[src/rtl/rxdet_pkg.sv]
// Shared types and helpers for the receiver detection sequencer.
// Assumes durations are given in ns and the clock in MHz.
package rxdet_pkg;

    typedef enum logic [1:0] {
        CM_RAIL    = 2'd0,
        CM_RAMP_UP = 2'd1,
        CM_RAMP_DN = 2'd2,
        CM_ACTIVE  = 2'd3
    } cm_mode_e;

    typedef enum logic [1:0] {
        SEQ_IDLE = 2'd0,
        SEQ_UP   = 2'd1,
        SEQ_DN   = 2'd2,
        SEQ_DONE = 2'd3
    } seq_state_e;

    typedef enum logic [2:0] {
        GRP_OFF    = 3'd0,
        GRP_BYPASS = 3'd1,
        GRP_PROBE  = 3'd2,
        GRP_FOUND  = 3'd3,
        GRP_NONE   = 3'd4,
        GRP_ABORT  = 3'd5
    } grp_state_e;

    // Convert a duration in ns into clock cycles, rounding up, at least one.
    function automatic int ns_to_cyc(input longint dur_ns, input longint clk_mhz);
        longint c;
        c = (dur_ns * clk_mhz + 64'd999) / 64'd1000;
        if (c < 1) c = 1;
        return int'(c);
    endfunction

endpackage

[src/rtl/rxdet_strobe_qual.sv]
// Measures the low width of the detect strobe and emits a one-cycle start
// pulse on its release when the low phase lasted at least MIN_LOW_CYC cycles.
// Assumes the strobe is already synchronous to clk.
module rxdet_strobe_qual #(
    parameter int MIN_LOW_CYC = 50
) (
    input  logic clk,
    input  logic rst_n,
    input  logic clr,
    input  logic strobe_n,
    output logic start
);
    localparam int CW = $clog2(MIN_LOW_CYC + 1);
    localparam logic [CW-1:0] LIM = CW'(MIN_LOW_CYC);

    logic          strb_q;
    logic [CW-1:0] low_cnt;

    // Track previous strobe level and count saturating low cycles.
    always_ff @(posedge clk) begin
        if (!rst_n || clr) begin
            strb_q  <= 1'b1;
            low_cnt <= '0;
        end else begin
            strb_q <= strobe_n;
            if (!strobe_n) begin
                if (low_cnt != LIM) low_cnt <= low_cnt + 1'b1;
            end else begin
                low_cnt <= '0;
            end
        end
    end

    // Qualified release edge.
    assign start = !clr && strobe_n && !strb_q && (low_cnt == LIM);

endmodule

[src/rtl/rxdet_en_guard.sv]
// Per-group enable timing guard. Reports whether the enable has been high
// long enough before a start and flags a drop inside the hold window that
// follows an accepted start. Assumes start is a single-cycle pulse.
module rxdet_en_guard #(
    parameter int SETUP_CYC = 50,
    parameter int HOLD_CYC  = 500000
) (
    input  logic clk,
    input  logic rst_n,
    input  logic clr,
    input  logic en,
    input  logic start,
    output logic setup_ok,
    output logic viol
);
    localparam int SW = $clog2(SETUP_CYC + 1);
    localparam int HW = $clog2(HOLD_CYC + 1);
    localparam logic [SW-1:0] SLIM = SW'(SETUP_CYC);
    localparam logic [HW-1:0] HLAST = HW'(HOLD_CYC - 1);

    logic [SW-1:0] set_cnt;
    logic [HW-1:0] hold_cnt;
    logic          armed;

    // Count how long the enable has been high, saturating.
    always_ff @(posedge clk) begin
        if (!rst_n || clr)  set_cnt <= '0;
        else if (!en)       set_cnt <= '0;
        else if (set_cnt != SLIM) set_cnt <= set_cnt + 1'b1;
    end

    assign setup_ok = (set_cnt == SLIM);
    assign viol     = armed && !en;

    // Run the hold window after an accepted start.
    always_ff @(posedge clk) begin
        if (!rst_n || clr) begin
            armed    <= 1'b0;
            hold_cnt <= '0;
        end else if (start && en && setup_ok) begin
            armed    <= 1'b1;
            hold_cnt <= '0;
        end else if (armed) begin
            if (!en || hold_cnt == HLAST) armed <= 1'b0;
            else                          hold_cnt <= hold_cnt + 1'b1;
        end
    end

endmodule

[src/rtl/rxdet_phase_ctrl.sv]
// Shared ramp sequencer: ramp-up for UP_CYC cycles, ramp-down for DN_CYC
// cycles, then active. Emits the probe sample strobe on the last ramp-up
// cycle, a finish strobe on the last ramp-down cycle, and a cancel strobe
// when the detect strobe drops during a ramp. Assumes UP_CYC, DN_CYC >= 1.
module rxdet_phase_ctrl
    import rxdet_pkg::*;
#(
    parameter int UP_CYC = 200000,
    parameter int DN_CYC = 375
) (
    input  logic     clk,
    input  logic     rst_n,
    input  logic     clr,
    input  logic     start,
    input  logic     strobe_low,
    output cm_mode_e cm,
    output logic     sample,
    output logic     finish,
    output logic     cancel
);
    localparam int MAXC = (UP_CYC > DN_CYC) ? UP_CYC : DN_CYC;
    localparam int CW   = $clog2(MAXC + 1);
    localparam logic [CW-1:0] UP_LAST = CW'(UP_CYC - 1);
    localparam logic [CW-1:0] DN_LAST = CW'(DN_CYC - 1);

    seq_state_e    st;
    logic [CW-1:0] cnt;

    // Phase state and cycle counter.
    always_ff @(posedge clk) begin
        if (!rst_n || clr) begin
            st  <= SEQ_IDLE;
            cnt <= '0;
        end else if (start) begin
            st  <= SEQ_UP;
            cnt <= '0;
        end else begin
            case (st)
                SEQ_UP: begin
                    if (strobe_low) begin
                        st <= SEQ_IDLE;
                    end else if (cnt == UP_LAST) begin
                        st  <= SEQ_DN;
                        cnt <= '0;
                    end else begin
                        cnt <= cnt + 1'b1;
                    end
                end
                SEQ_DN: begin
                    if (strobe_low) begin
                        st <= SEQ_IDLE;
                    end else if (cnt == DN_LAST) begin
                        st  <= SEQ_DONE;
                        cnt <= '0;
                    end else begin
                        cnt <= cnt + 1'b1;
                    end
                end
                default: cnt <= '0;
            endcase
        end
    end

    // Decode the phase into the common-mode code and strobes.
    always_comb begin
        case (st)
            SEQ_UP:   cm = CM_RAMP_UP;
            SEQ_DN:   cm = CM_RAMP_DN;
            SEQ_DONE: cm = CM_ACTIVE;
            default:  cm = CM_RAIL;
        endcase
    end

    assign cancel = (st == SEQ_UP || st == SEQ_DN) && strobe_low;
    assign sample = (st == SEQ_UP) && !strobe_low && (cnt == UP_LAST);
    assign finish = (st == SEQ_DN) && !strobe_low && (cnt == DN_LAST);

endmodule

[src/rtl/rxdet_group_term.sv]
// One lane group's detection result and termination control. Decides the
// group state at a run start, latches probe results on the sample strobe,
// aborts on enable timing violations and drives terminations and squelch.
// Assumes force covers power-down and strobe-low conditions.
module rxdet_group_term
    import rxdet_pkg::*;
#(
    parameter int LPG = 2
) (
    input  logic           clk,
    input  logic           rst_n,
    input  logic           clr,
    input  logic           force_off,
    input  logic           start,
    input  logic           en,
    input  logic           setup_ok,
    input  logic           viol,
    input  logic           sample,
    input  logic           finish,
    input  logic           cancel,
    input  logic [LPG-1:0] probe,
    input  logic [LPG-1:0] idle,
    output logic           rx_on,
    output logic [LPG-1:0] tx50,
    output logic [LPG-1:0] squelch,
    output logic           done,
    output logic [LPG-1:0] present,
    output logic           err
);
    grp_state_e st;
    logic       probing;

    assign probing = (st == GRP_PROBE) || (st == GRP_FOUND) || (st == GRP_NONE);

    // Group state, latched results and sticky error.
    always_ff @(posedge clk) begin
        if (!rst_n || clr) begin
            st      <= GRP_OFF;
            done    <= 1'b0;
            present <= '0;
            err     <= 1'b0;
        end else if (start) begin
            present <= '0;
            done    <= 1'b0;
            if (!en) begin
                st <= GRP_BYPASS;
            end else if (!setup_ok) begin
                st   <= GRP_ABORT;
                err  <= 1'b1;
                done <= 1'b1;
            end else begin
                st <= GRP_PROBE;
            end
        end else if (viol && probing) begin
            st      <= GRP_ABORT;
            err     <= 1'b1;
            done    <= 1'b1;
            present <= '0;
        end else if (cancel && probing && !done) begin
            st      <= GRP_OFF;
            present <= '0;
        end else begin
            if (sample && st == GRP_PROBE) begin
                present <= probe;
                st      <= (|probe) ? GRP_FOUND : GRP_NONE;
            end
            if (finish && st != GRP_ABORT && st != GRP_OFF) done <= 1'b1;
        end
    end

    // Terminations and squelch from the group state.
    always_comb begin
        rx_on = 1'b0;
        tx50  = '0;
        if (!force_off) begin
            if (st == GRP_BYPASS) begin
                rx_on = 1'b1;
                tx50  = '1;
            end else if (st == GRP_FOUND) begin
                rx_on = 1'b1;
                tx50  = present;
            end
        end
        squelch = ~tx50 | idle;
    end

endmodule

[src/rtl/rxdet_term_seq.sv]
// Top level: receiver detection and termination sequencer for GROUPS lane
// groups of LANES_PER_GROUP lanes. Converts ns durations into cycle counts,
// shares one strobe qualifier and ramp sequencer, and instantiates an
// enable guard and a termination controller per group.
// Assumes all inputs are synchronous to clk.
module rxdet_term_seq
    import rxdet_pkg::*;
#(
    parameter int CLK_MHZ         = 250,
    parameter int MIN_LOW_NS      = 200,
    parameter int EN_SETUP_NS     = 200,
    parameter int EN_HOLD_NS      = 2000000,
    parameter int RAMP_UP_NS      = 800000,
    parameter int RAMP_DN_NS      = 1500,
    parameter int GROUPS          = 2,
    parameter int LANES_PER_GROUP = 2
) (
    input  logic                                clk,
    input  logic                                rst_n,
    input  logic                                pwr_dn_n,
    input  logic                                det_strobe_n,
    input  logic [GROUPS-1:0]                   det_en,
    input  logic [GROUPS*LANES_PER_GROUP-1:0]   probe_hit,
    input  logic [GROUPS*LANES_PER_GROUP-1:0]   lane_idle,
    output logic [GROUPS-1:0]                   rx_term_on,
    output logic [GROUPS*LANES_PER_GROUP-1:0]   tx_term_50,
    output logic [GROUPS*LANES_PER_GROUP-1:0]   tx_squelch,
    output logic [1:0]                          cm_mode,
    output logic [GROUPS-1:0]                   grp_done,
    output logic [GROUPS*LANES_PER_GROUP-1:0]   rx_present,
    output logic [GROUPS-1:0]                   timing_err
);
    localparam int LPG        = LANES_PER_GROUP;
    localparam int MIN_LOW_C  = ns_to_cyc(MIN_LOW_NS, CLK_MHZ);
    localparam int SETUP_C    = ns_to_cyc(EN_SETUP_NS, CLK_MHZ);
    localparam int HOLD_C     = ns_to_cyc(EN_HOLD_NS, CLK_MHZ);
    localparam int UP_C       = ns_to_cyc(RAMP_UP_NS, CLK_MHZ);
    localparam int DN_C       = ns_to_cyc(RAMP_DN_NS, CLK_MHZ);

    logic     pd;
    logic     force_off;
    logic     start;
    logic     sample;
    logic     finish;
    logic     cancel;
    cm_mode_e phase_cm;
    logic [GROUPS-1:0] setup_ok;
    logic [GROUPS-1:0] viol;

    assign pd        = !pwr_dn_n;
    assign force_off = pd || !det_strobe_n;

    rxdet_strobe_qual #(.MIN_LOW_CYC(MIN_LOW_C)) i_qual (
        .clk      (clk),
        .rst_n    (rst_n),
        .clr      (pd),
        .strobe_n (det_strobe_n),
        .start    (start)
    );

    rxdet_phase_ctrl #(.UP_CYC(UP_C), .DN_CYC(DN_C)) i_phase (
        .clk        (clk),
        .rst_n      (rst_n),
        .clr        (pd),
        .start      (start),
        .strobe_low (!det_strobe_n),
        .cm         (phase_cm),
        .sample     (sample),
        .finish     (finish),
        .cancel     (cancel)
    );

    // Common mode sits at the rail whenever outputs are forced off.
    assign cm_mode = force_off ? CM_RAIL : phase_cm;

    for (genvar g = 0; g < GROUPS; g++) begin : g_grp
        rxdet_en_guard #(.SETUP_CYC(SETUP_C), .HOLD_CYC(HOLD_C)) i_guard (
            .clk      (clk),
            .rst_n    (rst_n),
            .clr      (pd),
            .en       (det_en[g]),
            .start    (start),
            .setup_ok (setup_ok[g]),
            .viol     (viol[g])
        );

        rxdet_group_term #(.LPG(LPG)) i_term (
            .clk       (clk),
            .rst_n     (rst_n),
            .clr       (pd),
            .force_off (force_off),
            .start     (start),
            .en        (det_en[g]),
            .setup_ok  (setup_ok[g]),
            .viol      (viol[g]),
            .sample    (sample),
            .finish    (finish),
            .cancel    (cancel),
            .probe     (probe_hit[g*LPG +: LPG]),
            .idle      (lane_idle[g*LPG +: LPG]),
            .rx_on     (rx_term_on[g]),
            .tx50      (tx_term_50[g*LPG +: LPG]),
            .squelch   (tx_squelch[g*LPG +: LPG]),
            .done      (grp_done[g]),
            .present   (rx_present[g*LPG +: LPG]),
            .err       (timing_err[g])
        );
    end

endmodule

[config.mk]
export PLATFORM = sky130hd
export DESIGN_NAME = rxdet_term_seq
export DESIGN_NICKNAME = d
export VERILOG_FILES = /design/src/rtl/rxdet_pkg.sv /design/src/rtl/rxdet_strobe_qual.sv /design/src/rtl/rxdet_en_guard.sv /design/src/rtl/rxdet_phase_ctrl.sv /design/src/rtl/rxdet_group_term.sv /design/src/rtl/rxdet_term_seq.sv
export SDC_FILE = /design/constraint.sdc
export NUM_CORES = 1
export LEC_CHECK = 0
export BUFFER_PORTS_ARGS = -buffer_cell sky130_fd_sc_hd__buf_2
export CAP_MARGIN = 20
export CORE_UTILIZATION = 54
export CTS_BUF_LIST = sky130_fd_sc_hd__clkbuf_8
export DETAILED_ROUTE_END_ITERATION = 6
export HOLD_SLACK_MARGIN = 0.1
export PLACE_DENSITY = 0.73
export SYNTH_ARGS = -nofsm -noshare
export SYNTH_HDL_FRONTEND = slang
export SYNTH_SLANG_ARGS = --single-unit
[constraint.sdc]
create_clock -name clk -period 3.15 [get_ports clk]
set_input_delay 0.4725 -clock clk [delete_from_list [all_inputs] [get_ports clk]]
set_output_delay 0.4725 -clock clk [all_outputs]
set_load 0.05 [all_outputs]
## After elaboration in Yosys (flattened, before gate mapping)

Cells that the tools add are included.

| word-level totals | value |
|---|---|
| input bits | 14 |
| logic and storage cells | 205 |
| flip-flop bits (word level) | 93 |

| operators by class | value |
|---|---|
| add/sub/neg operators | 6 |
| mux-type cells | 65 |
| bitwise gates (word level) | 8 |
| reductions and logical operators | 72 |
| eq/ne operators | 35 |

Operators with widths:

| cell | number |
|---|---|
| two-way mux 18 bit | 4 |
| two-way mux 3 bit | 14 |
| adder 19 x 1 -> 19 bit, second input constant | 2 |
| == test 19 bit, second input constant | 2 |
| case mux 18 bit (2 select lines) | 1 |
| two-way mux 1 bit | 33 |
| logical AND 1 bit | 26 |
| two-way mux 2 bit | 11 |
| adder 18 x 1 -> 18 bit, second input constant | 1 |
| adder 6 x 1 -> 6 bit, second input constant | 3 |
| == test 18 bit, second input constant | 1 |
| == test 18 x 9 -> 1 bit, second input constant | 1 |
| == test 6 bit, second input constant | 3 |
| != test 6 bit, second input constant | 3 |
| OR reduction 2 bit | 8 |
| nonzero test 3 bit | 5 |
| == test 3 x 2 -> 1 bit, second input constant | 4 |
| != test 2 bit, second input constant | 6 |
| != test 3 bit, second input constant | 4 |
| AND reduction 3 bit | 4 |
| AND reduction 2 bit | 5 |
| logical OR 1 bit | 9 |
| logical NOT 1 bit | 8 |
| != test 4 x 3 -> 1 bit, second input constant | 2 |
| other kinds (13) | 26 |

## Depth between registers and ports, before layout

Gate-level depths: netlist of the first run.

| depth | value |
|---|---|
| depth in word-level cells | 9 |
| depth in mapped cells | 9 |

## Modules after synthesis

From an unflattened synthesis of the first run, not the netlist that was laid out.

| second synthesis, totals | value |
|---|---|
| cell total of the unflattened synthesis | 583 |
| area, all modules | 4959.8 um^2 |

Modules (own cells, without submodules):

| module | cells an instance | area an instance (um^2) | instances | seq. area each (um^2) |
|---|---|---|---|---|
| rxdet_en_guard | 138 | 1198.6 | 2 | 520.5 |
| rxdet_phase_ctrl | 142 | 1201.2 | 1 | 400.4 |
| rxdet_group_term | 63 | 495.5 | 2 | 140.1 |
| rxdet_strobe_qual | 34 | 346.6 | 1 | 140.1 |
| rxdet_term_seq | 5 | 23.8 | 1 | 0.0 |

## Worst setup path after synthesis of the first run

OpenSTA, ideal clock, no wires.

| timing | value |
|---|---|
| path kind | input to output |
| start point | input port det_strobe_n |
| end point | output port tx_squelch[2] |
| cell stages on the path | 5 |
| slack | 0.303 ns |
| path buffers | 1 |
| data arrival time | 2.374 ns |
| cells stage by stage | clkbuf_8 nand2_1 or3_1 a21oi_1 nand2b_1 |

| between the ends | value |
|---|---|
| word-level cells in the longest chain between the ends | 5 |

RTL lines:

| item | line | source |
|---|---|---|
| start, declared | rxdet_term_seq.sv:21 | `input logic det_strobe_n,` |
| logical NOT 1 bit | - |  |
| logical OR 1 bit | rxdet_term_seq.sv:51 | `assign force_off = pd \|\| !det_strobe_n;` |
| two-way mux 2 bit | rxdet_group_term.sv:75 | `if (!force_off) begin` |
| net tx_term_50[2] | rxdet_term_seq.sv:26 | `output logic [GROUPS*LANES_PER_GROUP-1:0] tx_term_50,` |
| inverter 2 bit | rxdet_group_term.sv:84 | `squelch = ~tx50 \| idle;` |
| bitwise OR 2 bit | rxdet_group_term.sv:84 |  |
| end, declared | rxdet_term_seq.sv:27 | `output logic [GROUPS*LANES_PER_GROUP-1:0] tx_squelch,` |

The timed path passes the listed nets, and every way through them passes these cells.

## Final worst setup path of the first run

| timing | value |
|---|---|
| start point | register i_qual.low_cnt[2] |
| end point | register g_grp[1].i_guard.hold_cnt[9] |

| between the ends | value |
|---|---|
| word-level cells in the longest chain between the ends | 5 |

RTL lines:

| item | line | source |
|---|---|---|
| start, declared | rxdet_strobe_qual.sv:17 | `logic [CW-1:0] low_cnt;` |
| start signal, assigned | rxdet_strobe_qual.sv:27 | `if (low_cnt != LIM) low_cnt <= low_cnt + 1'b1;` |
| == test 6 bit | rxdet_strobe_qual.sv:35 | `assign start = !clr && strobe_n && !strb_q && (low_cnt == LIM);` |
| logical AND 1 bit | rxdet_strobe_qual.sv:35 |  |
| logical AND 1 bit (2 in series) | rxdet_en_guard.sv:40 | `end else if (start && en && setup_ok) begin` |
| OR reduction 2 bit (no line) | - |  |
| end signal, assigned | rxdet_en_guard.sv:45 | `else hold_cnt <= hold_cnt + 1'b1;` |
| end, declared | rxdet_en_guard.sv:22 | `logic [HW-1:0] hold_cnt;` |

Every way passes these cells.
A chain may end at the register's enable or synchronous reset.

==> results.rst, run 1 <==
.. list-table::
   :header-rows: 1

   * - Metric
     - Value
   * - Status
     - complete, no violations
   * - Pin count of the biggest net entering global routing
     - 21
   * - Slowest cell on the critical path
     - sky130_fd_sc_hd__or4bb_2
   * - Starting Density
     - a little under three fifths
   * - EDFF count, synth
     - 0
   * - CTS Buf Count
     - 9
   * - Buffer depth of the longest clock path
     - 2
   * - Delay contributed by the slowest stage of the critical path
     - 670 ps
   * - Port-buffer cells
     - 33
   * - Count of distinct cell types in the synthesized netlist
     - 59
   * - RD Place Congestion
     - 0.790
   * - Clock Power Share
     - about two fifths
   * - Largest area contributor in the synthesized netlist
     - sky130_fd_sc_hd__dfxtp_1
   * - Global-route wire length before repair
     - 16300 um
   * - Violation count after the first detailed-routing iteration
     - 130
   * - Die X
     - between 90 and 100 um
   * - Post-Syn Instances
     - 563
   * - Register-to-register path setup slack
     - 750 ps
   * - Fraction of post-synthesis cell area in the top cell type by area
     - 38.7%
   * - Clock-pin slew on the worst setup and hold paths
     - 90 ps
   * - Highest attainable clock frequency
     - approximately 420 MHz
   * - Fraction of the yosys area taken by sequential cells
     - between 30% and 40%
   * - Number of buffers inserted by post-CTS setup repair
     - 0
   * - CTS tree
     - done
   * - Number of diodes added for antenna fixing
     - 0
   * - Total power density per cell area
     - 389 nW/um^2
   * - Total of fill cells in the finished design
     - ~800
   * - Drt drc
     - 0
   * - Root cell of the clock tree
     - sky130_fd_sc_hd__clkbuf_8
   * - Most common library cells after synthesis
     - sky130_fd_sc_hd__dfxtp_1 (93), sky130_fd_sc_hd__nor2_1 (77), sky130_fd_sc_hd__nand2_1 (36)
   * - Multi-input combinational cell area
     - 2710 sq um
   * - Pre-CTS worst setup slack
     - 531 ps
   * - Synth Register Bits
     - 93
   * - Initial DRT Pass Iterations
     - 4
   * - Required time of the critical path
     - around 3400 ps
   * - Number of buffers and inverters on the critical path
     - 0
   * - RSZ-0062 raised after global routing
     - no
   * - Overall die height
     - 96.4 um
   * - Maximum level of the CTS H-tree
     - 3
   * - Fin crit share
     - 76.1%
   * - Number of hold buffers added after cts
     - 0
   * - Static leakage
     - 0.00181 uW
   * - Gates resized, CTS repair
     - 0
   * - Kind of capture point of the worst setup path
     - flip-flop
   * - Max-slew headroom
     - 48.5%
   * - Vias in the first global route
     - 3602
   * - Reg power frac
     - 58.3%
   * - IO Count
     - 34
   * - Clock sink count
     - 93
   * - Most frequently used flop master after synthesis
     - sky130_fd_sc_hd__dfxtp_1
   * - Setup slack of the critical path after layout
     - 753 ps
   * - Worst ir drop on vdd
     - between 0.2 and 0.25 mV
   * - GRT Total Usage
     - between 20% and 30%
   * - Area of the core region
     - 8680 sq um
   * - Footprint of the flip-flops and latches
     - 1860 sq um
   * - Largest driver fanout on the critical path
     - 20
   * - Number of pins with negative max-slew slack in the final report
     - 0
   * - Residual antenna-violating net count after detailed routing
     - 0
   * - Fraction of power consumed by combinational cells
     - 2.3%
   * - Net count after synthesis
     - 591
   * - Fraction of layout instances using a drive strength above 1
     - roughly 11%
   * - Overall routed net length
     - 9680 um
   * - Core Rows
     - 34
   * - Initial antenna violation count
     - 0
   * - Critical-path cell list
     - or4bb_2 -> nor2_1 -> nand3_1 -> nand2_1 -> o21ba_2
   * - Setup clock skew after layout
     - 15.7 ps
   * - Cell family with most CP delay
     - simple AND/OR/NAND/NOR gates
   * - Endpoint arrival time on the critical path
     - 2650 ps
   * - Endpoints failing setup
     - 0
   * - Syn Std Cell Area
     - between 4000 and 5000 sq um
   * - Critical path launch point type
     - flip-flop
   * - Proportion of total power due to net switching
     - 21.9%
   * - Leading cell types by total area after synthesis
     - sky130_fd_sc_hd__dfxtp_1 (39%), sky130_fd_sc_hd__xor2_1 (6.4%), sky130_fd_sc_hd__nor2_1 (6.0%), sky130_fd_sc_hd__ha_1 (3.6%), sky130_fd_sc_hd__xnor2_1 (3.6%)
   * - Detailed placer's ending HPWL
     - 7130 um
   * - GR Overflow Total
     - 0
   * - Via count
     - 3989
   * - Tightest Pin Transition
     - 753 ps
   * - Setup_tns
     - 0 ps
   * - Async set-or-reset flop fraction in the synthesized netlist
     - 0%
   * - Routed length per instance
     - 13.8 um
   * - Yosys warns
     - 0
   * - Internal power component
     - around 1600 uW
   * - Synthesized area divided by synthesized cell count
     - 8.54 sq um
   * - Area growth from synthesis to final layout
     - 8.20%
   * - Final count of hold timing violations
     - 0
   * - Max-cap violations
     - 0
   * - Final net count
     - 617
   * - Floorplan die area
     - 9280 sq um
   * - Average vias per placed instance
     - around 5.7
   * - Min Hold Slack
     - ~370 ps
   * - Crit Path Class
     - reg2reg
   * - Switching power
     - 443 uW
   * - Min cycle time layout
     - 2400 ps
   * - Hold Path Class
     - in2reg
   * - Clk_lat worst skew
     - 360 ps
   * - Most frequent cell after synthesis
     - sky130_fd_sc_hd__dfxtp_1
tightest hold or removal path: cells and delay by family:
family	cells	cell delay (ps)
muxes	1	60
buffers and inverters	1	90
and+or+nand+nor	1	70
sequential cells by signal, indices dropped and copies added (netlist names), 4 cells and up:
| name | count |
|---|---|
| g_grp.i_term.st | 6 |
| g_grp.i_guard.hold_cnt | 38 |
| i_qual.low_cnt | 6 |
| i_phase.cnt | 18 |
| g_grp.i_guard.set_cnt | 12 |
| g_grp.i_term.present | 4 |
cells in the final DEF (no fill, tap or decap), types with 8 or more instances in the layout:
master                     count
sky130_fd_sc_hd__nor3_1       21
sky130_fd_sc_hd__dfxtp_1      93
sky130_fd_sc_hd__ha_1         14
sky130_fd_sc_hd__a21oi_1      24
sky130_fd_sc_hd__xnor2_1      20
sky130_fd_sc_hd__o21ai_0      16
sky130_fd_sc_hd__nand3_1      28
sky130_fd_sc_hd__nand4_1      19
sky130_fd_sc_hd__clkbuf_8     10
sky130_fd_sc_hd__nor2_1       77
sky130_fd_sc_hd__buf_2        33
sky130_fd_sc_hd__inv_1        28
sky130_fd_sc_hd__xor2_1       35
sky130_fd_sc_hd__nand2_1      36
sky130_fd_sc_hd__nor3b_1       8
sky130_fd_sc_hd__or3_1        10
layer usage:
metal  part of all wire [%]  track usage (%)
met5                      0                0
met4                    1.0             6.62
met3                    3.6             4.50
met2                     49             39.8
met1                     46             26.9
cell type report:
| class | instances | share of cell area (%) |
|---|---|---|
| clock buffer | 10 | 2.65 |
| multi-input combinational | 421 | 52.1 |
| sequential | 93 | 35.8 |
| tap | 108 | 2.60 |
| clock inverter | 6 | 1.20 |
| timing repair buffer | 37 | 3.75 |
| inverter | 27 | 1.95 |
power groups by stage:
| stage | Clock [uW] | Combinational, uW | Sequential (uW) |
|---|---|---|---|
| 3_5_place_dp | 0 | 46.9 | 1210 |
| 6_report | 796 | 47.0 | 1180 |
| 2_1_floorplan | 0 | 30.8 | 1210 |
| 4_1_cts | 819 | 47.1 | 1180 |
| 5_1_grt | 867 | 52.4 | 1180 |
| 3_3_place_gp | 0 | 45.8 | 1210 |
kinds of logic after synthesis:
| logic type | Yosys count | synth area share, % |
|---|---|---|
| buffers and inverters | 49 | 4.95 |
| AND/OR/NAND/NOR | 259 | 29.2 |
| XOR/XNOR | 55 | 10.0 |
| multiplexers | 6 | 1.25 |
| adder cells (fa/ha/maj) | 14 | 3.64 |
| flip-flops | 93 | 38.7 |
| AO/OA/AOI/OAI | 87 | 12.2 |
worst paths after layout:
kind	start	depth (start not counted)	endpoint
worst min register to register	g_grp[1].i_guard.hold_cnt[17]$_SDFFE_PP0P_	2	g_grp[1].i_guard.hold_cnt[17]$_SDFFE_PP0P_
worst max-delay path	i_qual.low_cnt[2]$_SDFFE_PP0P_	5	g_grp[1].i_guard.hold_cnt[9]$_SDFFE_PP0P_
worst max register to register	i_qual.low_cnt[2]$_SDFFE_PP0P_	5	g_grp[1].i_guard.hold_cnt[9]$_SDFFE_PP0P_
worst min-delay path	probe_hit[3]	3	g_grp[1].i_term.present[1]$_SDFFE_PP0P_
per-stage QoR:
| stage | power [uW] | instance area, sq um | std cells | utilization [%] |
|---|---|---|---|---|
| global route | 2100 | 5200 | 702 | 59.9 |
| detailed placement | 1250 | 5000 | 686 | 57.6 |
| global placement | 1250 | 5000 | 686 | 57.6 |
| finish | 2020 | 5200 | 702 | 59.9 |
| CTS | 2050 | 5200 | 702 | 59.9 |
| floorplan | 1240 | 4810 | 563 | - |
Power figures use the tool's default switching activity.
==> inputs of run 2 (changes only) <==
==> constraint.sdc (replaced) <==
create_clock -name clk -period 2.5 [get_ports clk]
set_input_delay 0.375 -clock clk [delete_from_list [all_inputs] [get_ports clk]]
set_output_delay 0.375 -clock clk [all_outputs]
set_load 0.05 [all_outputs]
==> run 2 against run 1 <==
Against the previous run:
- wire length rose by 2.1%
- first-iteration DRC count rose by 13%
- core utilization rose by 0.74 points
- non-clock buffer count rose by 9
==> results.rst, run 2 (synthesis results as in run 1) <==
.. list-table::
   :header-rows: 1

   * - Metric
     - Value
   * - Footprint of the flip-flops and latches
     - 1860 sq um
   * - Core Rows
     - 34
   * - CTS tree
     - done
   * - RD Place Congestion
     - 0.795
   * - Leading cell types in the layout, fill and taps excluded
     - sky130_fd_sc_hd__dfxtp_1 (93), sky130_fd_sc_hd__nor2_1 (77), sky130_fd_sc_hd__nand2_1 (36), sky130_fd_sc_hd__xor2_1 (35), sky130_fd_sc_hd__buf_2 (33)
   * - Fraction of layout instances using a drive strength above 1
     - 12.6%
   * - Most congested layer reported by global routing
     - met2
   * - Largest driver fanout on the critical path
     - 17
   * - IO Count
     - 34
   * - Global Route met3 Usage
     - 4.58%
   * - Routed length per instance
     - about 14 um
   * - GR Overflow Total
     - 0
   * - Max-slew headroom
     - 46.4%
   * - Min cycle time layout
     - 2210 ps
   * - Floorplan die area
     - 9280 sq um
   * - Clock-pin slew on the worst setup and hold paths
     - 90 ps
   * - Buffer depth of the longest clock path
     - 2
   * - Hold Path Class
     - in2reg
   * - Total power density per cell area
     - 472 nW/um^2
   * - Worst ir drop on vdd
     - 0.258 mV
   * - Area growth from synthesis to final layout
     - 9.53%
   * - Via count
     - around 4100
   * - Initial DRT Pass Iterations
     - 5
   * - Reg power frac
     - 59.8%
   * - Final Cell Area
     - 5270 sq um
   * - Starting Density
     - a little under three fifths
   * - Status
     - complete, no violations
   * - Leading cell type in the layout, fill and taps excluded
     - sky130_fd_sc_hd__dfxtp_1
   * - Setup clock skew after layout
     - 18.8 ps
   * - Highest attainable clock frequency
     - around 450 MHz
   * - Setup_tns
     - 0 ps
   * - Gates resized, CTS repair
     - 0
   * - Root cell of the clock tree
     - sky130_fd_sc_hd__clkbuf_8
   * - Static leakage
     - between 0.0015 and 0.002 uW
   * - Violation count after the first detailed-routing iteration
     - about 150
   * - Clock sink count
     - 93
   * - Clock Power Share
     - a little under two fifths
   * - Multi-input combinational cell area
     - around 2700 sq um
   * - Top Registers
     - g_grp.i_guard.hold_cnt (38), i_phase.cnt (18), g_grp.i_guard.set_cnt (12)
   * - Pin count of the biggest net entering global routing
     - 18
   * - Number of hold buffers added after cts
     - 0
   * - CTS Buf Count
     - 9
   * - Overall die height
     - slightly below 100 um
   * - Total of fill cells in the finished design
     - 796
   * - Maximum level of the CTS H-tree
     - 3
   * - Tightest Pin Transition
     - 783 ps
   * - Port-buffer cells
     - 33
   * - Vias in the first global route
     - 3665
   * - Die X
     - between 90 and 100 um
   * - Residual antenna-violating net count after detailed routing
     - 0
   * - Required time of the critical path
     - 2780 ps
   * - Overall routed net length
     - 9880 um
   * - Internal power component
     - 1900 uW
   * - Min Hold Slack
     - 275 ps
   * - Number of diodes added for antenna fixing
     - 0
   * - Drt drc
     - 0
   * - Fin crit share
     - 88.3%
   * - Endpoint arrival time on the critical path
     - approximately 2500 ps
   * - Critical path launch point type
     - flip-flop
   * - Switching power
     - between 500 and 600 uW
   * - Dpl cell area
     - 5080 sq um
   * - Clk_lat worst skew
     - 360 ps
   * - Number of buffers inserted by post-CTS setup repair
     - 0
   * - Met2 Usage GRT
     - 39.4%
   * - Area of the core region
     - ~8700 sq um
   * - Average vias per placed instance
     - 5.70
   * - Proportion of total power due to net switching
     - 23.4%
   * - Endpoints failing setup
     - 0
   * - Routing usage on met1
     - 28.8%
   * - Number of pins with negative max-slew slack in the final report
     - 0
   * - Kind of capture point of the worst setup path
     - flip-flop
   * - Flip-flop count of the largest register after layout
     - 38
   * - Fraction of power consumed by combinational cells
     - 2.7%
   * - Max-cap violations
     - 0
   * - Final count of hold timing violations
     - 0
   * - RSZ-0062 raised after global routing
     - no
   * - Crit Path Class
     - reg2reg
   * - Global-route wire length before repair
     - 16700 um
   * - Most flops, register
     - g_grp.i_guard.hold_cnt
   * - Initial antenna violation count
     - 0
   * - Final net count
     - around 630
   * - Detailed placer's ending HPWL
     - about 7400 um
   * - GRT Total Usage
     - 22.8%
-- run 2: per-stage QoR --
| step | power, uW | utilization (%) | std cells | setup slack, ps |
|---|---|---|---|---|
| final | 2480 | 60.7 | 711 | 292 |
| after global routing | 2560 | 60.7 | 711 | 151 |
| after CTS | 2510 | 60.7 | 711 | 330 |
| after detailed placement | 1590 | 58.5 | 695 | 228 |
| after global placement | 1580 | 58.5 | 695 | 323 |
| after floorplan | 1560 | - | 563 | -152 |
-- run 2: cell type report --
cell class / count / share of cell area (%)
multi-input cells: 421 / 51.4
clock buffers: 10 / 2.61
flip-flops and latches: 93 / 35.4
repair buffers: 46 / 5.23
clock inverters: 6 / 0.879
inverters: 27 / 1.92
well taps: 108 / 2.57
-- run 2: worst max-delay path, cell delays in order, from the launching register on --
cell	delay, ps
sky130_fd_sc_hd__dfxtp_1	400
sky130_fd_sc_hd__inv_1	100
sky130_fd_sc_hd__ha_1	430
sky130_fd_sc_hd__nand2_1	90
sky130_fd_sc_hd__a2111oi_0	720
sky130_fd_sc_hd__a211oi_4	60
sky130_fd_sc_hd__buf_12	190
sky130_fd_sc_hd__a21oi_1	120
-- run 2: power groups by stage --
stage | registers, uW | clock network, uW | logic, uW
2_1_floorplan | 1520 | 0 | 38.8
4_1_cts | 1490 | 959 | 66.4
3_3_place_gp | 1520 | 0 | 64.2
6_report | 1490 | 932 | 66.1
5_1_grt | 1490 | 1000 | 72.8
3_5_place_dp | 1520 | 0 | 65.8
-- run 2: final timing paths --
| kind | slack, ps | cells past startpoint | endpoint | from |
|---|---|---|---|---|
| worst max register to register | 290 | 7 | i_phase.cnt[9]$_SDFFE_PP0P_ | i_phase.st[0]$_SDFFE_PP0P_ |
| worst min-delay path | 270 | 3 | g_grp[1].i_term.present[1]$_SDFFE_PP0P_ | probe_hit[3] |
| worst max-delay path | 290 | 7 | i_phase.cnt[9]$_SDFFE_PP0P_ | i_phase.st[0]$_SDFFE_PP0P_ |
| worst min register to register | 490 | 2 | g_grp[1].i_guard.hold_cnt[17]$_SDFFE_PP0P_ | g_grp[1].i_guard.hold_cnt[17]$_SDFFE_PP0P_ |
-- run 2: metal layers --
layer,vias to the layer above,wire length [um]
li1,2058,-
met1,1923,4550
met2,64,4870
met3,9,363
met4,0,99
met5,-,0
